File: src/rtl/bbs_pkg.sv
package bbs_pkg;
  typedef enum logic [1:0] {
    BK_FIXED = 2'b00,
    BK_INCR  = 2'b01,
    BK_WRAP  = 2'b10,
    BK_RSVD  = 2'b11
  } burst_kind_e;
endpackage

File: src/rtl/bbs_beat_counter.sv
module bbs_beat_counter #(
  parameter int LEN_W = 8
) (
  input  logic             clk,
  input  logic             rst_n,
  input  logic             step,
  input  logic [LEN_W-1:0] len,
  output logic [LEN_W-1:0] beat_idx,
  output logic [LEN_W-1:0] wrap_idx,
  output logic             last
);
  logic [LEN_W-1:0] wrap_nxt;

  assign last     = (beat_idx == len);
  assign wrap_nxt = wrap_idx + LEN_W'(1);

  // beat_idx counts 0..len; wrap_idx counts 0..len-1 and folds back,
  // which equals i mod len without a divider.
  always_ff @(posedge clk) begin
    if (!rst_n) begin
      beat_idx <= '0;
      wrap_idx <= '0;
    end else if (step) begin
      if (last) begin
        beat_idx <= '0;
        wrap_idx <= '0;
      end else begin
        beat_idx <= beat_idx + LEN_W'(1);
        wrap_idx <= (wrap_nxt == len) ? '0 : wrap_nxt;
      end
    end
  end
endmodule

File: src/rtl/bbs_addr_gen.sv
module bbs_addr_gen
  import bbs_pkg::*;
#(
  parameter int ADDR_W = 32,
  parameter int LEN_W  = 8,
  parameter int SIZE_W = 3
) (
  input  logic [ADDR_W-1:0] base,
  input  logic [1:0]        kind,
  input  logic [SIZE_W-1:0] size,
  input  logic [LEN_W-1:0]  beat_idx,
  input  logic [LEN_W-1:0]  wrap_idx,
  output logic [ADDR_W-1:0] addr
);
  logic [ADDR_W-1:0] incr_off;
  logic [ADDR_W-1:0] wrap_off;
  burst_kind_e       k;

  assign k        = burst_kind_e'(kind);
  assign incr_off = ADDR_W'(beat_idx) << size;
  assign wrap_off = ADDR_W'(wrap_idx) << size;

  always_comb begin
    unique case (k)
      BK_INCR: addr = base + incr_off;
      BK_WRAP: addr = base + wrap_off;
      default: addr = base;
    endcase
  end
endmodule

File: src/rtl/burst_beat_splitter.sv
module burst_beat_splitter
  import bbs_pkg::*;
#(
  parameter int ADDR_W = 32,
  parameter int LEN_W  = 8,
  parameter int SIZE_W = 3
) (
  input  logic              clk,
  input  logic              rst_n,
  input  logic              in_valid,
  output logic              in_ready,
  input  logic [ADDR_W-1:0] in_addr,
  input  logic [1:0]        in_burst,
  input  logic [LEN_W-1:0]  in_len,
  input  logic [SIZE_W-1:0] in_size,
  output logic              out_valid,
  input  logic              out_ready,
  output logic [ADDR_W-1:0] out_addr,
  output logic [1:0]        out_burst,
  output logic [LEN_W-1:0]  out_len,
  output logic [SIZE_W-1:0] out_size
);
  logic             fire;
  logic             last;
  logic [LEN_W-1:0] beat_idx;
  logic [LEN_W-1:0] wrap_idx;

  assign out_valid = in_valid;
  assign fire      = out_valid & out_ready;
  assign in_ready  = fire & last;

  assign out_burst = BK_INCR;
  assign out_len   = '0;
  assign out_size  = in_size;

  bbs_beat_counter #(.LEN_W(LEN_W)) u_cnt (
    .clk      (clk),
    .rst_n    (rst_n),
    .step     (fire),
    .len      (in_len),
    .beat_idx (beat_idx),
    .wrap_idx (wrap_idx),
    .last     (last)
  );

  bbs_addr_gen #(.ADDR_W(ADDR_W), .LEN_W(LEN_W), .SIZE_W(SIZE_W)) u_agen (
    .base     (in_addr),
    .kind     (in_burst),
    .size     (in_size),
    .beat_idx (beat_idx),
    .wrap_idx (wrap_idx),
    .addr     (out_addr)
  );
endmodule

File: config.mk
export PLATFORM = sky130hd
export DESIGN_NAME = burst_beat_splitter
export DESIGN_NICKNAME = d
export VERILOG_FILES = /design/src/rtl/bbs_pkg.sv /design/src/rtl/bbs_beat_counter.sv /design/src/rtl/bbs_addr_gen.sv /design/src/rtl/burst_beat_splitter.sv
export SDC_FILE = /design/constraint.sdc
export NUM_CORES = 1
export LEC_CHECK = 0
export ABC_AREA = 1
export BUFFER_PORTS_ARGS = -buffer_cell sky130_fd_sc_hd__buf_2
export CORE_MARGIN = 2
export CORE_UTILIZATION = 36
export DETAILED_ROUTE_END_ITERATION = 16
export HOLD_SLACK_MARGIN = 0.05
export PLACE_DENSITY = 0.59
export SLEW_MARGIN = 30
export SYNTH_ARGS = -nofsm -noshare
export SYNTH_HDL_FRONTEND = slang
export SYNTH_SLANG_ARGS = --single-unit
File: constraint.sdc
create_clock -name clk -period 3.26 [get_ports clk]
set_input_delay 0.326 -clock clk [delete_from_list [all_inputs] [get_ports clk]]
set_output_delay 0.326 -clock clk [all_outputs]
set_load 0.02 [all_outputs]
==> flow_summary.yaml, run 1 <==
floorplan:
  rows: 34
  initial_core_util_pct: 36.88
  die_area_um2: 9661
  die_width_um: 98.29
  io_pins: 96
  dieHeight_um: 98.29
  core_area_um2: 8678
hold_path:
  whs_endpoint: "u_cnt.beat_idx[0]$_SDFFE_PN0P_"
  worstHoldPathType: "in2reg"
  min_from: "rst_n"
  whs_path_depth: 3
logic_synthesis:
  synth_ff_type: "dfxtp_1"
  synthMuxAreaShare_pct: 0
  synth_area_um2: 3201
  synth_top_family_by_area: "simple AND/OR/NAND/NOR gates"
  synthCells: 600
  synthXorXnorAreaFrac_pct: 6.841
  seq_area_frac_synth_pct: 10.01
  async_flop_share_pct: 0
  synth.avg_cell_area_um2: 5.334
  synth-seq-cells: 16
  synth_fa_ha_area_share_pct: 7.662
  synth-compound-area-share_pct: 12.47
  yosys_warnings: 0
  yosys.area_share.simple_pct: 50.08
  synth_edf_count: 0
  ys_types: 37
power:
  leakage_nw: 2.262
  powerDensity_nw_per_um2: 207.3
  ir_drop_mv: 0.1770
placement:
  place_ws_ns: -0.3123
  gp_congestion: 0.9272
  dp_cells: 810
  portBuffers: 85
  dp_hpwl_um: 8175
setup_path:
  reg2reg_slack_ns: 1.37
  worst_r2r_endpoint: "u_cnt.wrap_idx[0]$_SDFFE_PN0P_"
  cp_cell_sequence: "buf_8, inv_4, ha_4, buf_6, buf_4, o21ai_4, o21ai_2, or2_4, o21ai_4, ha_4, buf_4, nand2_1, nor2_1, nand2_1, nand2_2, buf_4, a21oi_1, o21ai_1, nand2_1, buf_2"
  crit_path_start_kind: "input pin"
  required_ns: 2.93
  cp_slowest_cell: "or2_4"
  r2r_cells: 10
  crit_type: "in2out"
  crit_arrival_ns: 2.93
  max_stage_delay_ns: 0.28
  rr_startpoint: "u_cnt.wrap_idx[1]$_SDFFE_PN0P_"
  critPathMaxFanout: 8
  crit_path_end_kind: "output port"
clock_network:
  htreeDepth: 1
  cts_tree: "built"
  insertion_delay_ns: 0.25
  cts_hold_buf: 0
  cts_root_buf: "clkbuf_8"
  cts-buffers-inserted: 3
  cts_sinks: 16
  clock_path_buffers: 2
  clkSlewWorstSetupHoldPaths_ns: 0.07
route:
  drc: 0
  wirelength_um: 10910
  routedWlPerCell_um: 13.08
  drtPass1Iterations: 4
  final_antenna_net_count: 0
  vias_per_cell: 5.052
  routed-via-count: 4213
  drtIter0Drc: 123
flow_run:
  maxCapViolCount: 0
final_layout:
  fillers: 855
  layout-drive-gt1-share_pct: 38.43
  register_area_um2: 324.1
  antenna_cells: 0
  area_delta_synth_final_pct: 49.02
  multi_input_area_um2: 3092
  final_core_util_pct: 54.96
  post_layout_nonfiller_instances: 834
  layout.nets: 795
grt:
  grt_pass1_wl_um: 16620
  track_usage_pct: 20.29
  antenna_found_initial: 0
  grt_pass1_vias: 3795
  gr-total-overflow: 0
  grt_max_degree: 24
status:
  outcome: "finished, final reports clean"
sta:
  slew_headroom_pct: 60.60
  min_period_ns: 3.259
  slew_violations: 0
  worstMarginPinSlew_ns: 0.5856
  finalCritPeriodShare_pct: 99.97
  setup_slack_ns: 0.001034
  rsz0062_at_grt: "true"
  final_hold_viol_count: 0
  setup_viol: 0
  fmax_mhz: 306.8
  skew_ns: 0.003391
  holdWs_ns: 0.3531
## worst max-delay path by stage
stage / slack, ns / to / from
6_report: 0.001 / out_addr[8] / in_burst[0]
5_1_grt: -0.15 / out_addr[28] / in_burst[0]
4_1_cts: 0.002 / out_addr[25] / in_burst[0]
3_5_place_dp: -0.31 / out_addr[18] / in_burst[0]
3_3_place_gp: -0.30 / out_addr[18] / in_burst[0]
2_1_floorplan: 0.18 / out_addr[7] / in_burst[0]
## registers in the layout, summed over array words and instances (netlist names)
register / count
u_cnt.beat_idx: 8
u_cnt.wrap_idx: 8
## placed cells by master, fill, tap and decap left out, drive strengths merged, types with 2 or more instances in the layout
master / instances
or2: 7
nor2: 66
o21a: 2
o21bai: 2
nand3: 45
ha: 18
xor2: 9
a21oi: 27
nor3: 15
xnor2: 16
nand3b: 4
o21ai: 43
conb: 10
nand2: 220
buf: 141
inv: 62
nand4: 12
clkbuf: 4
dfxtp: 16
## critical path: cells and delay by family
| kind | cells | cell delay [ns] |
|---|---|---|
| buf+inv | 7 | 0.83 |
| simple gates | 6 | 0.73 |
| compound gates | 5 | 0.65 |
| fa+ha+maj | 2 | 0.41 |
## through the flow
stage | setup TNS (ns) | power, mW | cell area (µm²)
5_1_grt | -1.808 | 1.045 | 4770
3_3_place_gp | -4.240 | 0.6561 | 3891
3_5_place_dp | -5.129 | 0.6609 | 3891
4_1_cts | 0 | 0.8661 | 4061
6_report | 0 | 0.9889 | 4770
2_1_floorplan | 0 | 0.4966 | 3231
## cells by family (layout without fill, tap and decap cells)
family                   after synthesis  after routing
AO/OA/AOI/OAI                         76             76
adder cells (fa/ha/maj)               19             19
buffers and inverters                 90            208
other                                  2             10
flip-flops                            16             16
XOR/XNOR                              25             25
AND/OR/NAND/NOR                      372            372
## synthesized netlist by cell type (2+ instances only)
library cell | n | area share (%)
nand2_1 | 215 | 25
nor2_1 | 61 | 7.2
inv_1 | 60 | 7.0
nand3_1 | 42 | 6.6
o21ai_0 | 38 | 5.9
a21oi_1 | 27 | 4.2
buf_4 | 18 | 4.2
ha_1 | 18 | 7.0
dfxtp_1 | 16 | 10
xnor2_1 | 16 | 4.4
nand4_1 | 12 | 2.3
nor3_1 | 12 | 1.9
xor2_1 | 9 | 2.5
clkbuf_1 | 6 | 0.70
nand2_2 | 5 | 0.98
nand3b_1 | 4 | 0.94
nor2_2 | 4 | 0.78
o21ai_1 | 4 | 0.63
or2_1 | 4 | 0.78
nand3_2 | 3 | 0.94
nor3_2 | 3 | 0.94
or2_2 | 3 | 0.59
buf_1 | 2 | 0.23
conb_1 | 2 | 0.23
inv_2 | 2 | 0.23
o21a_1 | 2 | 0.47
o21bai_1 | 2 | 0.47
## area by class of cell
| cell class | instances | area share [%] |
|---|---|---|
| timing repair buffer | 141 | 19.33 |
| multi-input combinational | 502 | 64.82 |
| inverter | 63 | 5.063 |
| tap | 108 | 2.833 |
| sequential | 16 | 6.794 |
| clock buffer | 4 | 1.154 |
## power by group
| group | total, mW | internal, mW | switching [mW] |
|---|---|---|---|
| Combinational | 0.601 | 0.248 | 0.353 |
| Sequential | 0.201 | 0.198 | 0.00326 |
| Clock | 0.186 | 0.107 | 0.0787 |
## timing repair
item | in CTS | in global routing
resized for setup | 42 | 159
setup buffers | 5 | 15
pin swaps | 17 | 61
gates cloned | 0 | 0
endpoints found under the setup margin | 27 | 27
## metal layers
| metal | vias to the layer above | GRT usage [%] | part of all wire (%) |
|---|---|---|---|
| met4 | 0 | 6.428 | 2.1 |
| li1 | 2150 | - | - |
| met3 | 20 | 1.575 | 4.5 |
| met1 | 1925 | 24.76 | 41 |
| met5 | - | 0 | 0 |
| met2 | 118 | 37.52 | 52 |
(Power assumes the default switching activity.)
==> inputs of run 2 (changes only) <==
PLACE_DENSITY = 0.61   (was 0.59)
RECOVER_POWER = 100   (was default)
clock period = 2.8 ns   (was 3.26 ns; I/O delays follow)
==> run 2 against run 1 <==
  * The flow now finishes with violations (negative setup slack)
  * Combinational power up 46%
  * Total power up 30%
  * Die area unchanged
  * Sequential share of layout area down 1.1 points
==> flow_summary.yaml, run 2 (synthesis results as in run 1) <==
final_layout:
  final_core_util_pct: 64.36
  final_area_um2: 5585
  layout.nets: 833
  largestRegisters: "u_cnt.beat_idx: 8 flops, u_cnt.wrap_idx: 8 flops"
  layout-drive-gt1-share_pct: 47.97
  antenna_cells: 0
  area_delta_synth_final_pct: 74.51
  mostFrequentLayoutCell: "nand2_1"
  fillers: 727
  final_cell_mix: "nand2_1 (167), buf_4 (86), buf_2 (53), inv_1 (49), nor2_1 (41)"
  post_layout_nonfiller_instances: 871
setup_path:
  max_stage_delay_ns: 0.25
  rr_startpoint: "u_cnt.wrap_idx[1]$_SDFFE_PN0P_"
  crit_path_end_kind: "output port"
  crit_path_start_kind: "input pin"
  critPathMaxFanout: 7
  crit_start: "in_burst[0]"
  cp_slowest_cell: "ha_4"
  crit_family: "simple AND/OR/NAND/NOR gates"
  crit_type: "in2out"
  worst-path-buf-inv: 7
  required_ns: 2.52
  crit_arrival_ns: 2.85
route:
  routed-via-count: 4513
  drc: 0
  final_antenna_net_count: 0
  vias_per_cell: 5.181
  drtIter0Drc: 219
  wirelength_um: 12420
  routedWlPerCell_um: 14.26
  drtPass1Iterations: 5
hold_path:
  worstHoldPathType: "in2reg"
  min_from: "rst_n"
clock_network:
  cts_root_buf: "clkbuf_8"
  cts-buffers-inserted: 3
  insertion_delay_ns: 0.25
  htreeDepth: 1
  cts_hold_buf: 0
  cts_tree: "built"
  clock_path_buffers: 2
  clkSlewWorstSetupHoldPaths_ns: 0.06
  cts_sinks: 16
grt:
  antenna_found_initial: 0
  gr-total-overflow: 0
  track_usage_pct: 22.39
  grt_pass1_wl_um: 18260
  grt_max_degree: 25
  grt_pass1_vias: 4095
floorplan:
  die_area_um2: 9661
  die_width_um: 98.29
  dieHeight_um: 98.29
  core_area_um2: 8678
  initial_core_util_pct: 36.88
  io_pins: 96
  rows: 34
power:
  leakage_nw: 2.660
  powerDensity_nw_per_um2: 230.1
  ir_drop_mv: 0.1777
sta:
  final_hold_viol_count: 0
  fmax_mhz: 319.2
  setup_viol: 29
  rsz0062_at_grt: "true"
  finalCritPeriodShare_pct: 111.9
  skew_ns: 0.003833
  holdWs_ns: 0.2983
  slew_headroom_pct: 48.49
  slew_violations: 0
  min_period_ns: 3.133
  worstMarginPinSlew_ns: 0.7657
  setup_slack_ns: -0.3331
  fin_setup_tns_ns: -6.869
flow_run:
  maxCapViolCount: 0
placement:
  dp_hpwl_um: 8384
  portBuffers: 85
  gp_congestion: 0.9370
  placement.cell_area_um2: 4212
  dp_cells: 834
status:
  violations: "negative setup slack"
  outcome: "finished with violations"
==> run 2: repair_timing <==
action,in CTS,in global routing
endpoints found under the hold margin,0,0
setup buffers,22,13
pin swaps,75,59
setup endpoints to repair,29,29
resized for setup,190,122
==> run 2: worst reg2reg max path: stages, from the launching register on <==
cell     delay [ns]
dfxtp_1        0.36
buf_4          0.16
ha_1           0.21
nand2_1        0.08
nor2_2         0.17
nand3_1        0.10
nand2_1        0.10
nor2_1         0.04
nor2_1         0.13
nand3_2        0.19
nand2_1        0.11
a21oi_1        0.06
==> run 2: cell type report <==
cell class | instances | area [µm²] | area share, %
clock buffers | 3 | 41.29 | 0.7392
inverters | 63 | 241.5 | 4.323
multi-input cells | 502 | 3493 | 62.54
flip-flops and latches | 16 | 320.3 | 5.735
well taps | 108 | 135.1 | 2.419
repair buffers | 179 | 1354 | 24.24
==> run 2: metal layers <==
| metal | GRT usage, % | vias up | routed length (µm) |
|---|---|---|---|
| met3 | 3.150 | 32 | 673 |
| met4 | 5.269 | 0 | 352 |
| met1 | 30.47 | 2087 | 5297 |
| li1 | - | 2237 | - |
| met2 | 37.52 | 157 | 6096 |
| met5 | 0 | - | 0 |
==> run 2: path summary, 6_finish.rpt <==
| check | end | slack [ns] | cells after the start |
|---|---|---|---|
| setup / recovery | out_addr[11] | -0.33 | 25 |
| setup reg to reg | u_cnt.wrap_idx[7]$_SDFFE_PN0P_ | 0.97 | 11 |
| hold / removal | u_cnt.beat_idx[0]$_SDFFE_PN0P_ | 0.30 | 3 |
| hold reg to reg | u_cnt.beat_idx[5]$_SDFFE_PN0P_ | 0.60 | 4 |
==> run 2: metrics by stage <==
| step | setup WS (ns) | power (mW) |
|---|---|---|
| after CTS | -0.2710 | 1.132 |
| final | -0.3331 | 1.285 |
| after global placement | -0.4463 | 0.7969 |
| after detailed placement | -0.4524 | 0.8033 |
| after global routing | -0.4675 | 1.357 |
| after floorplan | 0.009435 | 0.5952 |
==> run 2: power by group <==
group	switching, mW	internal [mW]	total [mW]	leakage, nW
clock	0.0790	0.0955	0.174	0.0216
sequential	0.00171	0.231	0.232	0.129
combinational	0.489	0.389	0.878	2.51
total	0.570	0.715	1.29	2.66
==> inputs of run 3 (changes only) <==
ABC_AREA = 0   (was 1)
CORE_UTILIZATION = 47   (was 36)
PLACE_DENSITY = 0.79   (was 0.61)
==> run 3 against run 2 <==
  * The run still ends with negative setup slack left
  * Synthesized cell count down 37%
  * Utilization up 20 points
  * Clock-buffer cell count unchanged
  * Sequential power about the same
  * Combinational power down 24%
  * Sequential share of layout area up 1.0 points
  * Clock power down 3%
  * Hold slack better by 0.12 ns
  * Register-to-register slack worse by 0.68 ns
  * Critical endpoint unchanged
  * Clock skew down 0.0017 ns
  * Via count down 16%
  * Largest power group unchanged
  * Area after synthesis down 13%
==> flow_summary.yaml, run 3 <==
sta:
  setup_slack_ns: -1.006
  worstMarginPinSlew_ns: 0.5886
  slew_headroom_pct: 60.61
  fin_setup_tns_ns: -23.06
  finalCritPeriodShare_pct: 135.9
  final_hold_viol_count: 0
  skew_ns: 0.002116
  rsz0062_at_grt: "true"
  slew_violations: 0
  min_period_ns: 3.806
  setup_viol: 28
  fmax_mhz: 262.8
route:
  routedWlPerCell_um: 19.50
  wirelength_um: 11970
  drtPass1Iterations: 5
  routed-via-count: 3770
  final_antenna_net_count: 0
  drtIter0Drc: 343
  vias_per_cell: 6.140
  drc: 0
grt:
  grt_pass1_wl_um: 16080
  gr-total-overflow: 0
  grt_max_degree: 29
  grt_pass1_vias: 3544
  antenna_found_initial: 0
  track_usage_pct: 30.88
placement:
  dp_cells: 597
  gp_congestion: 0.8812
  dp_hpwl_um: 7100
  portBuffers: 85
  placement.cell_area_um2: 4099
setup_path:
  crit_family: "compound AO/OA/AOI/OAI gates"
  cp_common_cell: "buf_4"
  required_ns: 2.52
  reg2reg_slack_ns: 0.29
  max_stage_delay_ns: 0.34
  crit_type: "in2out"
  critPathMaxFanout: 5
  crit_path_end_kind: "output port"
  cp_slowest_cell: "ha_1"
  crit_arrival_ns: 3.53
  crit_path_start_kind: "input pin"
  cp_cell_sequence: "buf_8, clkinv_8, ha_4, buf_6, mux2i_4, mux2i_2, nand2_1, o21ai_2, nor2_1, a21oi_1, ha_1, buf_4, a21oi_4, o22ai_4, buf_4, o21a_1, or3_1, a31o_4, buf_2"
  worst-path-buf-inv: 6
logic_synthesis:
  synth.most_common_cell: "nand2_1"
  synth-compound-area-share_pct: 23.51
  synthCells: 381
  synth_area_leader_cell: "dfxtp_1"
  synth.avg_cell_area_um2: 7.290
  async_flop_share_pct: 0
  ys_types: 61
  seq_area_frac_synth_pct: 11.53
  synthXorXnorAreaFrac_pct: 16.40
  synth_commonest_cells: "nand2_1 (51), nor2_1 (30), xor2_1 (30), a21oi_1 (25), xnor2_1 (22)"
  synth_top_family_by_area: "simple AND/OR/NAND/NOR gates"
  synth_edf_count: 0
  synth_area_leaders: "dfxtp_1 (12%), xor2_1 (9.5%), ha_1 (8.1%)"
  synth-seq-cells: 16
  synthMuxAreaShare_pct: 6.396
  synth.top_cell.area_share_pct: 11.53
  yosys_warnings: 0
  synth_area_um2: 2778
  yosys.area_share.simple_pct: 24.64
  synth_fa_ha_area_share_pct: 8.829
  synth_ff_type: "dfxtp_1"
clock_network:
  clkSlewWorstSetupHoldPaths_ns: 0.06
  insertion_delay_ns: 0.24
  cts_root_buf: "clkbuf_8"
  htreeDepth: 1
  cts-buffers-inserted: 3
  cts_sinks: 16
  cts_hold_buf: 0
  clock_path_buffers: 2
  cts_tree: "built"
final_layout:
  final_core_util_pct: 84.38
  final_cell_mix: "buf_4 (91), buf_2 (57), nand2_1 (46), nor2_1 (28), buf_6 (24)"
  antenna_cells: 0
  largestRegisters: "u_cnt.beat_idx: 8 flops, u_cnt.wrap_idx: 8 flops"
  mostFrequentLayoutCell: "buf_4"
  fillers: 318
  final_area_um2: 4732
  layout-drive-gt1-share_pct: 51.11
  post_layout_nonfiller_instances: 614
  layout.nets: 612
  area_delta_synth_final_pct: 70.36
status:
  outcome: "finished with violations"
  violations: "negative setup slack"
power:
  powerDensity_nw_per_um2: 226.4
  ir_drop_mv: 0.1629
  power_mw: 1.071
  leakage_nw: 2.129
floorplan:
  dieHeight_um: 80.88
  rows: 27
  die_area_um2: 6541
  core_area_um2: 5608
  die_width_um: 80.88
  io_pins: 96
  initial_core_util_pct: 49.53
hold_path:
  worstHoldPathType: "in2reg"
flow_run:
  maxCapViolCount: 0
==> run 3: final timing paths <==
path	start	endpoint	cells past startpoint
setup / recovery	in_burst[0]	out_addr[11]	19
hold / removal	rst_n	u_cnt.beat_idx[1]$_SDFFE_PN0P_	3
setup reg to reg	u_cnt.wrap_idx[0]$_SDFFE_PN0P_	u_cnt.wrap_idx[2]$_SDFFE_PN0P_	8
hold reg to reg	u_cnt.wrap_idx[7]$_SDFFE_PN0P_	u_cnt.wrap_idx[7]$_SDFFE_PN0P_	3
==> run 3: kinds of logic after synthesis <==
group,after synthesis
xor gates and xnor gates,52
buffers and inverters,44
other,2
and+or+nand+nor,141
muxes,17
adders and majority gates,19
AOI/OAI and AO/OA,90
DFF,16
==> run 3: metrics by stage <==
step | hold WS [ns] | setup slack [ns]
floorplan | 0.4645 | -0.7483
detailed placement | 0.6045 | -0.8960
global route | 0.4307 | -1.181
CTS | 0.3852 | -0.8564
global placement | 0.5865 | -0.7896
finish | 0.4172 | -1.006
==> run 3: routing by layer <==
metal  vias up  wire (µm)  GRT usage (%)
li1       1644          -              -
met1      1789       4260          34.33
met2       270       5992          58.84
met3        67       1050          4.667
met4         0        671          11.19
met5         -          0              0
==> run 3: area by class of cell <==
type	instances	area, µm²	area share [%]
timing repair buffer	178	1305	27.58
multi-input combinational	329	2902	61.32
inverter	16	73.82	1.560
tap	72	90.09	1.904
clock buffer	3	41.29	0.8726
sequential	16	320.3	6.769
==> run 3: where the power goes <==
part	internal (mW)	switching [mW]	leakage (nW)
Clock	0.0952	0.0730	0.0216
Combinational	0.292	0.376	1.98
Sequential	0.231	0.00343	0.129
Total	0.618	0.453	2.13
==> run 3: worst register-to-register path, stage by stage, from the launching register on <==
cell and delay (ns):
dfxtp_1 0.32, buf_4 0.16, ha_1 0.28, and3_1 0.30, a31o_1 0.25, a211oi_1 0.42, a311oi_4 0.26, a211oi_1 0.32
nor2_1 0.08
==> run 3: what timing repair did <==
item | in CTS | in global routing
pin swaps | 41 | 42
buffers inserted | 10 | 6
endpoints found under the setup margin | 28 | 29
resized for setup | 70 | 42
